### config.mk
export PLATFORM = sky130hd
export DESIGN_NAME = cfg_dma_cmdq
export DESIGN_NICKNAME = d
export VERILOG_FILES = /design/src/rtl/cfgq_pkg.sv /design/src/rtl/cfgq_stage.sv /design/src/rtl/cfgq_fifo.sv /design/src/rtl/cfgq_engine.sv /design/src/rtl/cfg_dma_cmdq.sv
export SDC_FILE = /design/constraint.sdc
export NUM_CORES = 1
export LEC_CHECK = 0
export BUFFER_PORTS_ARGS = -buffer_cell sky130_fd_sc_hd__buf_2
export CAP_MARGIN = 20
export CORE_MARGIN = 2
export CORE_UTILIZATION = 58
export CTS_CLUSTER_SIZE = 20
export DETAILED_ROUTE_END_ITERATION = 6
export GPL_TIMING_DRIVEN = 0
export HOLD_SLACK_MARGIN = 0.02
export PLACE_DENSITY_LB_ADDON = 0.12
export SYNTH_ARGS = -nofsm -noshare
export SYNTH_HDL_FRONTEND = slang
export SYNTH_HIERARCHICAL = 1
export SYNTH_SLANG_ARGS = --single-unit
### constraint.sdc
create_clock -name clk -period 4.1 [get_ports clk]
set_input_delay 0.82 -clock clk [delete_from_list [all_inputs] [get_ports clk]]
set_output_delay 0.82 -clock clk [all_outputs]
set_load 0.02 [all_outputs]
### src/rtl/cfgq_pkg.sv
package cfgq_pkg;
  typedef enum logic [1:0] {
    SEL_SRC_ADDR = 2'd0,
    SEL_DST_ADDR = 2'd1,
    SEL_SRC_LEN  = 2'd2,
    SEL_DST_LEN  = 2'd3
  } reg_sel_e;

  typedef enum logic [1:0] {
    ENG_IDLE,
    ENG_ISSUE,
    ENG_BUSY,
    ENG_DRAIN
  } eng_state_e;
endpackage

### src/rtl/cfgq_stage.sv
module cfgq_stage
  import cfgq_pkg::*;
#(
  parameter int ADDR_W     = 32,
  parameter int LEN_W      = 27,
  parameter int ALIGN_BITS = 3,
  localparam int ENTRY_W   = ADDR_W + LEN_W + 2
) (
  input  logic               clk,
  input  logic               rst,
  input  logic               wr_en,
  input  logic [1:0]         wr_sel,
  input  logic [ADDR_W-1:0]  wr_data,
  input  logic               fifo_full,
  output logic               push,
  output logic [ENTRY_W-1:0] push_data,
  output logic               err_pulse
);
  logic [ADDR_W-1:0] src_addr_q;
  logic [ADDR_W-1:0] dst_addr_q;
  logic [LEN_W-1:0]  src_len_q;
  logic              misaligned;
  logic              commit;

  always_ff @(posedge clk) begin
    if (rst) begin
      src_addr_q <= '0;
      dst_addr_q <= '1;
      src_len_q  <= '0;
    end else if (wr_en) begin
      case (reg_sel_e'(wr_sel))
        SEL_SRC_ADDR: src_addr_q <= wr_data;
        SEL_DST_ADDR: dst_addr_q <= wr_data;
        SEL_SRC_LEN:  src_len_q  <= wr_data[LEN_W-1:0];
        default: ;
      endcase
    end
  end

  generate
    if (ALIGN_BITS > 1) begin : g_align
      assign misaligned = |src_addr_q[ALIGN_BITS-1:1];
    end else begin : g_noalign
      assign misaligned = 1'b0;
    end
  endgenerate

  assign commit = wr_en && (reg_sel_e'(wr_sel) == SEL_DST_LEN);
  assign push   = commit && !misaligned && !fifo_full;

  // entry layout: {wb, last, words, addr}
  assign push_data = {(dst_addr_q != {ADDR_W{1'b1}}), src_addr_q[0], src_len_q,
                      src_addr_q[ADDR_W-1:1], 1'b0};

  always_ff @(posedge clk) begin
    if (rst) err_pulse <= 1'b0;
    else     err_pulse <= commit && (misaligned || fifo_full);
  end
endmodule

### src/rtl/cfgq_fifo.sv
module cfgq_fifo #(
  parameter int W     = 61,
  parameter int DEPTH = 4,
  localparam int AW   = (DEPTH > 1) ? $clog2(DEPTH) : 1,
  localparam int CW   = $clog2(DEPTH + 1)
) (
  input  logic         clk,
  input  logic         rst,
  input  logic         push,
  input  logic [W-1:0] din,
  input  logic         pop,
  output logic [W-1:0] dout,
  output logic         full,
  output logic         empty
);
  logic [W-1:0]  mem [DEPTH];
  logic [AW-1:0] wr_ptr, rd_ptr;
  logic [CW-1:0] count, count_nx;
  logic          do_push, do_pop;

  assign do_push = push && !full;
  assign do_pop  = pop && !empty;

  always_ff @(posedge clk) begin
    if (do_push) mem[wr_ptr] <= din;
  end

  assign dout = mem[rd_ptr];

  always_comb begin
    count_nx = count;
    if (do_push && !do_pop)      count_nx = count + 1'b1;
    else if (do_pop && !do_push) count_nx = count - 1'b1;
  end

  always_ff @(posedge clk) begin
    if (rst) begin
      wr_ptr <= '0;
      rd_ptr <= '0;
      count  <= '0;
      full   <= 1'b0;
      empty  <= 1'b1;
    end else begin
      if (do_push) wr_ptr <= (wr_ptr == AW'(DEPTH - 1)) ? '0 : wr_ptr + 1'b1;
      if (do_pop)  rd_ptr <= (rd_ptr == AW'(DEPTH - 1)) ? '0 : rd_ptr + 1'b1;
      count <= count_nx;
      full  <= (count_nx == CW'(DEPTH));
      empty <= (count_nx == '0);
    end
  end
endmodule

### src/rtl/cfgq_engine.sv
module cfgq_engine
  import cfgq_pkg::*;
#(
  parameter int ADDR_W   = 32,
  parameter int LEN_W    = 27,
  localparam int ENTRY_W = ADDR_W + LEN_W + 2
) (
  input  logic               clk,
  input  logic               rst,
  input  logic [ENTRY_W-1:0] entry,
  input  logic               fifo_empty,
  output logic               pop,
  output logic               cmd_valid,
  input  logic               cmd_ready,
  output logic [ADDR_W-1:0]  cmd_addr,
  output logic [LEN_W-1:0]   cmd_words,
  output logic               cmd_last,
  output logic               cmd_wb,
  input  logic               xfer_done,
  input  logic               port_idle,
  output logic               dma_done,
  output logic               port_done
);
  eng_state_e state;

  assign pop = (state == ENG_IDLE) && !fifo_empty;

  always_ff @(posedge clk) begin
    if (rst) begin
      state     <= ENG_IDLE;
      cmd_valid <= 1'b0;
      cmd_addr  <= '0;
      cmd_words <= '0;
      cmd_last  <= 1'b0;
      cmd_wb    <= 1'b0;
      dma_done  <= 1'b0;
      port_done <= 1'b0;
    end else begin
      dma_done  <= 1'b0;
      port_done <= 1'b0;
      case (state)
        ENG_IDLE: if (!fifo_empty) begin
          cmd_addr  <= entry[ADDR_W-1:0];
          cmd_words <= entry[ADDR_W +: LEN_W];
          cmd_last  <= entry[ADDR_W+LEN_W];
          cmd_wb    <= entry[ADDR_W+LEN_W+1];
          cmd_valid <= 1'b1;
          state     <= ENG_ISSUE;
        end
        ENG_ISSUE: if (cmd_ready) begin
          cmd_valid <= 1'b0;
          state     <= ENG_BUSY;
        end
        ENG_BUSY: if (xfer_done) begin
          dma_done <= 1'b1;
          state    <= cmd_last ? ENG_DRAIN : ENG_IDLE;
        end
        ENG_DRAIN: if (port_idle) begin
          port_done <= 1'b1;
          state     <= ENG_IDLE;
        end
        default: state <= ENG_IDLE;
      endcase
    end
  end
endmodule

### src/rtl/cfg_dma_cmdq.sv
module cfg_dma_cmdq #(
  parameter int ADDR_W     = 32,
  parameter int LEN_W      = 27,
  parameter int DEPTH      = 4,
  parameter int ALIGN_BITS = 3
) (
  input  logic              clk,
  input  logic              rst,
  input  logic              wr_en,
  input  logic [1:0]        wr_sel,
  input  logic [ADDR_W-1:0] wr_data,
  output logic              q_full,
  output logic              q_empty,
  output logic              cmd_err,
  output logic              cmd_valid,
  input  logic              cmd_ready,
  output logic [ADDR_W-1:0] cmd_addr,
  output logic [LEN_W-1:0]  cmd_words,
  output logic              cmd_last,
  output logic              cmd_wb,
  input  logic              xfer_done,
  input  logic              port_idle,
  output logic              dma_done,
  output logic              port_done
);
  localparam int ENTRY_W = ADDR_W + LEN_W + 2;

  logic               push, pop;
  logic [ENTRY_W-1:0] push_data, head;

  cfgq_stage #(.ADDR_W(ADDR_W), .LEN_W(LEN_W), .ALIGN_BITS(ALIGN_BITS)) u_stage (
    .clk(clk), .rst(rst), .wr_en(wr_en), .wr_sel(wr_sel), .wr_data(wr_data),
    .fifo_full(q_full), .push(push), .push_data(push_data), .err_pulse(cmd_err)
  );

  cfgq_fifo #(.W(ENTRY_W), .DEPTH(DEPTH)) u_fifo (
    .clk(clk), .rst(rst), .push(push), .din(push_data), .pop(pop),
    .dout(head), .full(q_full), .empty(q_empty)
  );

  cfgq_engine #(.ADDR_W(ADDR_W), .LEN_W(LEN_W)) u_engine (
    .clk(clk), .rst(rst), .entry(head), .fifo_empty(q_empty), .pop(pop),
    .cmd_valid(cmd_valid), .cmd_ready(cmd_ready), .cmd_addr(cmd_addr),
    .cmd_words(cmd_words), .cmd_last(cmd_last), .cmd_wb(cmd_wb),
    .xfer_done(xfer_done), .port_idle(port_idle),
    .dma_done(dma_done), .port_done(port_done)
  );
endmodule

==> metrics.cfg, run 1 <==
[critical_path]
path_max_fanout=37
r2r-end=u_fifo/mem[2][25]
cp_data_required_time_ns=4.30
critPathKind=primary input to flip-flop
worstSetupStartpointType=primary input
worstPathArrival_ns=2.57
ff2ff_path_depth=6
critPathLaunch=wr_sel[0]
regToRegSetupSlack_ns=1.78
endpoint=u_fifo/mem[2][25]
r2r-start=u_stage/src_addr_q[2]
worstSetupEndpointType=flip-flop

[clock_network]
clk_pin_slew_worst_paths_ns=0.06
clock_tree.buffer_depth=3
cts_tree=done
cts_made_buffers=41
cts_resized=0
worstSkewPairLatency_ns=0.52
cts_setup_buffers=0
cts_root_buf=clkbuf_16
h-tree-depth=2
ctsHoldBuffers=0
clock_sinks=413

[finish]
n_antenna_cell=0
utilization_pct=67.76
layout-drive-gt1-share_pct=23.81
area_delta_synth_final_pct=15.19
postLayoutCellArea_um2=17560
final_nets=1298

[drt]
ant_nets=0
firstDrtPassIters=5
wl_per_cell_um=20.02
remaining_drc_errors=0
drt_iter0_drc=760
vias=9087
vias_per_cell=5.623
drt_wl_total_um=32360

[die]
fp.dieW_um=166.1
design.core.area_um2=25910
pin_count=107
start_util_pct=58.83
dieArea_um2=27590
rows=59
die_y_um=166.1

[logic_synthesis]
yosys.area.top_type=edfxtp_1
yosys-top-cells-count=nand2_1 (301), edfxtp_1 (244), dfxtp_1 (169), a21oi_1 (118), mux4_2 (61)
synth_most_common_cell=nand2_1
synth-edff-count=244
synth_warnings=6
synthFlopType=edfxtp_1
synth_area_um2=15240
synthTopCellsByArea=edfxtp_1 (48%), dfxtp_1 (22%), mux4_2 (9.0%)
synth_area_per_cell_um2=13.88
yosysTopAreaCellShare_pct=48.07
async_flop_share_pct=0
syn_inst=1098
synth-seq-cells=413
syn-num-nets=1145
ys_seq_area_share_pct=70.26
synth.distinct_cells=48

[global_route]
grt_pass1_wl_um=49800
first_global_vias=8613
antenna_found_initial=0
grt_overflow_total=0
grt_start_max_net_pins=57
grt_use_total_pct=23.52

[placed_design]
hpwl_um=21220
place_area_um2=16310
preCtsSetupSlack_ns=1.200
place.gp.congestion=0.8483
io_buffer_count=106

[sta]
hold_viol_final=0
worstMarginPinSlew_ns=0.8540
period_share_pct=57.87
fmax_mhz=421.5
fin_crit_ns=2.373
setup_viol=0
rsz0062_at_grt=false
fin_tns_setup_ns=0
final.setup_skew_ns=0.008502
slew_headroom_pct=43.07
maxSlewViolCount=0
setup_ws_ns=1.727

[hold_path]
min_from=u_engine/cmd_addr[10]
hold_path.class=flip-flop to flip-flop
holdPathStages=2

[flow_run]
drv_cap=0

[power]
power.leakage_nw=6.151
pwr_density_cell_nw_per_um2=543.2
ir_drop_v=0.0004994

[status]
status=completed

-- cell usage in the layout, fill, tap and decap left out, drive strengths merged, types with 2 or more instances in the layout --
cell type and n:
o21ai 2, nand2b 3, edfxtp 244, dfxtp 169, nor4 4, ha 7, mux4 61, and2 4
clkinv 9, nand3b 35, nor2 7, inv 7, nand4 8, and2b 2, buf 155, nor3b 3
a311oi 4, nand2 311, clkbuf 87, and3b 2, a21oi 128, nor3 8, a21boi 2, nand3 3
xnor2 2
-- final cells by class --
class	count	area, µm²
sequential	413	10710
fill	1835	8353
multi-input combinational	608	4063
clock buffer	63	1169
timing repair buffer	110	640.6
buffer	69	437.9
tap	335	419.2
clock inverter	10	76.32
inverter	8	42.54
-- critical path: stages --
cell and delay (ns):
buf_2 0.15, nand3_1 0.20, nor2b_1 0.26, and2b_4 0.23, buf_6 0.14, and2_4 0.43
buf_16 0.29
-- where the power goes --
part	internal, W	total, W	leakage [nW]	switching, W
sequential	0.00460	0.00473	3.53	0.000125
combinational	0.000505	0.00133	2.01	0.000822
clock	0.00202	0.00348	0.611	0.00146
-- state kept, by name (all words and copies together), names as in the netlist, named ones only --
name                count
u_fifo/mem            244
u_engine/cmd_valid      1
u_engine/cmd_addr      32
u_engine/cmd_words     27
u_engine/cmd_wb         1
u_fifo/full             1
u_fifo/empty            1
u_stage/dst_addr_q     32
u_engine/state          2
u_stage/err_pulse       1
u_engine/port_done      1
u_fifo/rd_ptr           2
u_engine/dma_done       1
u_stage/src_len_q      27
u_stage/src_addr_q     32
u_engine/cmd_last       1
u_fifo/count            3
u_fifo/wr_ptr           2
-- worst min-delay path by stage --
stage / to / slack (ns)
2_1_floorplan: u_stage/dst_addr_q[31] / 0.44
3_3_place_gp: u_engine/cmd_addr[10] / 0.44
3_5_place_dp: u_engine/cmd_addr[21] / 0.44
4_1_cts: u_engine/cmd_addr[21] / 0.45
5_1_grt: u_engine/cmd_addr[16] / 0.46
6_report: u_engine/cmd_addr[10] / 0.45
-- logic make-up (layout without fill, tap and decap cells) --
logic type               after synthesis  in the layout  synth area share (%)
other                                  1              1               0.02460
multiplexers                          62             62                 9.078
flip-flops                           413            413                 70.26
adder cells (fa/ha/maj)                7              7                0.5745
XOR/XNOR                               2              2                0.1642
buffers and inverters                 77            260                 3.152
AO/OA/AOI/OAI                        140            140                 5.081
AND/OR/NAND/NOR                      396            396                 11.66
-- metrics by stage --
step | hold slack, ns | cells | total power, W
after detailed placement | 0.4430 | 1543 | 0.006148
final | 0.4492 | 1616 | 0.009537
after floorplan | 0.4373 | 1098 | 0.005707
after global placement | 0.4386 | 1539 | 0.006125
after global routing | 0.4647 | 1616 | 0.009892
after CTS | 0.4509 | 1616 | 0.009608
-- per-layer routing --
layer  track usage (%)  part of all wire, %  vias up
met2             36.64                   46      298
met5                 0                    0        -
met3             4.123                  6.9       48
met1             35.09                   45     4488
met4             5.784                  1.9        0
li1                  -                    -     4253
(Power assumes the default switching activity.)
==> run 2, diff against run 1 <==
--- a/config.mk
+++ b/config.mk
@@ -8,7 +8,7 @@
 export BUFFER_PORTS_ARGS = -buffer_cell sky130_fd_sc_hd__buf_2
 export CAP_MARGIN = 20
 export CORE_MARGIN = 2
-export CORE_UTILIZATION = 58
+export CORE_UTILIZATION = 54
 export CTS_CLUSTER_SIZE = 20
 export DETAILED_ROUTE_END_ITERATION = 6
 export GPL_TIMING_DRIVEN = 0
==> constraint.sdc (replaced) <==
create_clock -name clk -period 2.1 [get_ports clk]
set_input_delay 0.42 -clock clk [delete_from_list [all_inputs] [get_ports clk]]
set_output_delay 0.42 -clock clk [all_outputs]
set_load 0.02 [all_outputs]
==> metrics.cfg, run 2 (synthesis results as in run 1) <==
[status]
status=completed

[sta]
setup_viol=0  ; unchanged
maxSlewViolCount=0  ; unchanged
rsz0062_at_grt=false
fin_tns_setup_ns=0  ; unchanged
fmax_mhz=498.0
slew_headroom_pct=44.34  ; +1.3 points
period_share_pct=95.62
worstMarginPinSlew_ns=0.8349  ; -0.01907 ns
final.setup_skew_ns=0.009810  ; +0.001308 ns
hold_viol_final=0  ; unchanged
fin_crit_ns=2.008

[clock_network]
cts_made_buffers=42  ; +2.4%
cts_tree=done
clk_pin_slew_worst_paths_ns=0.06  ; about the same
clock_sinks=413  ; unchanged
cts_root_buf=clkbuf_16
ctsHoldBuffers=0  ; unchanged
h-tree-depth=2  ; unchanged
worstSkewPairLatency_ns=0.53  ; about the same
clock_tree.buffer_depth=3  ; unchanged

[placed_design]
place.gp.congestion=0.8120  ; -4.3%
place_area_um2=16370  ; +0.33%
hpwl_um=21890  ; +3.1%
io_buffer_count=106  ; unchanged
dp.cells=1586  ; +2.8%

[drt]
drt_wl_total_um=34600  ; +6.9%
remaining_drc_errors=0  ; unchanged
vias=9242  ; +1.7%
firstDrtPassIters=7  ; +2
wl_per_cell_um=20.57  ; +2.7%
drt_iter0_drc=767  ; +0.92%
ant_nets=0  ; unchanged
vias_per_cell=5.495  ; -2.3%

[critical_path]
path_max_fanout=21  ; -43%
r2r-start=u_stage/src_addr_q[1]
cp_data_required_time_ns=2.32  ; -1.98 ns
worstSetupStartpointType=flip-flop
worstSetupEndpointType=flip-flop
worstPathArrival_ns=2.23  ; -0.34 ns
slowest_stage=dfxtp_2
critPathLaunch=u_stage/src_addr_q[1]
path_cells=nor3_2 -> nor2b_4 -> and2b_4 -> buf_8 -> and2_4 -> buf_12 -> buf_16
crit_path_max_incr_delay_ns=0.35  ; -0.08 ns
critPathKind=flip-flop to flip-flop

[finish]
area_delta_synth_final_pct=18.13
final_common_cell=nand2_1
postLayoutCellArea_um2=18010  ; +2.6%
layout_common_cells=nand2_1 (301), edfxtp_1 (244), dfxtp_1 (168)
largest-register=u_fifo/mem
fin_cells=1682  ; +4.1%
final_nets=1318  ; +1.5%
n_antenna_cell=0  ; unchanged
layout-drive-gt1-share_pct=26.07  ; +2.3 points
largest_reg_flops=244  ; unchanged
utilization_pct=64.82  ; -2.9 points

[global_route]
grt_overflow_total=0  ; unchanged
grt_use_total_pct=24.04  ; +0.51 points
grt_start_max_net_pins=40  ; -30%
antenna_found_initial=2  ; +2
grt_pass1_wl_um=52370  ; +5.2%
first_global_vias=8994  ; +4.4%

[die]
dieArea_um2=29590  ; +7.2%
rows=61  ; +3.4%
start_util_pct=54.87  ; -4.0 points
fp.dieW_um=172.0  ; +3.6%
design.core.area_um2=27780  ; +7.2%
die_y_um=172.0  ; +3.6%
pin_count=107  ; unchanged

[hold_path]
hold_path.class=primary input to flip-flop
min_from=wr_data[28]

[power]
ir_drop_v=0.0006363  ; +27%
power_w=0.01951  ; +100%
power.leakage_nw=6.365  ; +3.5%
pwr_density_cell_nw_per_um2=1084  ; +99%

[flow_run]
drv_cap=0  ; unchanged

-- run 2: cell types whose count changed in the layout (fill, tap and decap cells not counted), moves of 2 or more --
cell	delta
clkbuf_16	+2
bufinv_16	+4
clkbuf_1	-11
clkinv_1	+3
and2_2	+4
buf_4	+12
nor3_1	-2
clkinv_2	+3
nor3_2	+2
buf_12	+2
-- run 2: layer usage --
layer	vias to the layer above	track usage, %	routed length [µm]
met4	4	7.307	824
met3	60	4.417	2295
met1	4592	34.13	15340
met5	-	0	23
li1	4300	-	-
met2	286	38.26	16120
-- run 2: layout make-up --
class | count | area, µm²
multi-input combinational | 612 | 4110
inverter | 8 | 42.54
buffer | 68 | 434.2
clock inverter | 22 | 239.0
sequential | 413 | 10710
timing repair buffer | 126 | 805.8
tap | 378 | 473.0
fill | 2123 | 9774
clock buffer | 55 | 1191
-- run 2: final timing paths --
| check | to | slack [ns] | cells past startpoint |
|---|---|---|---|
| setup / recovery | u_fifo/mem[2][18] | 0.09 | 7 |
| hold / removal | u_stage/dst_addr_q[28] | 0.13 | 3 |
| setup reg to reg | u_fifo/mem[2][18] | 0.09 | 7 |
| hold reg to reg | u_engine/cmd_addr[14] | 0.45 | 2 |
-- run 2: worst max-delay path: cells and delay by family, from the launching register on --
kind,cells,cell delay (ns)
buffers and inverters,3,0.47
AND/OR/NAND/NOR,4,0.85
flip-flops,1,0.35
-- run 2: power by group --
group | leakage, nW | switching (W) | internal (W)
Combinational | 2.13 | 0.00165 | 0.00105
Sequential | 3.53 | 0.000242 | 0.00898
Clock | 0.707 | 0.00298 | 0.00461
-- run 2: timing repair --
item,in CTS,in global routing
pin swaps,5,5
endpoints found under the setup margin,156,128
setup buffers,8,7
resized for setup,5,3
cloned,5,0
-- run 2: per-stage QoR --
step / hold slack (ns) / worst slack, ns
5_1_grt: 0.1307 / 0.002346
6_report: 0.1275 / 0.09190
4_1_cts: 0.1124 / 0.01678
3_5_place_dp: 0.4442 / -0.4038
3_3_place_gp: 0.4390 / -1.165
2_1_floorplan: 0.4373 / -0.1622
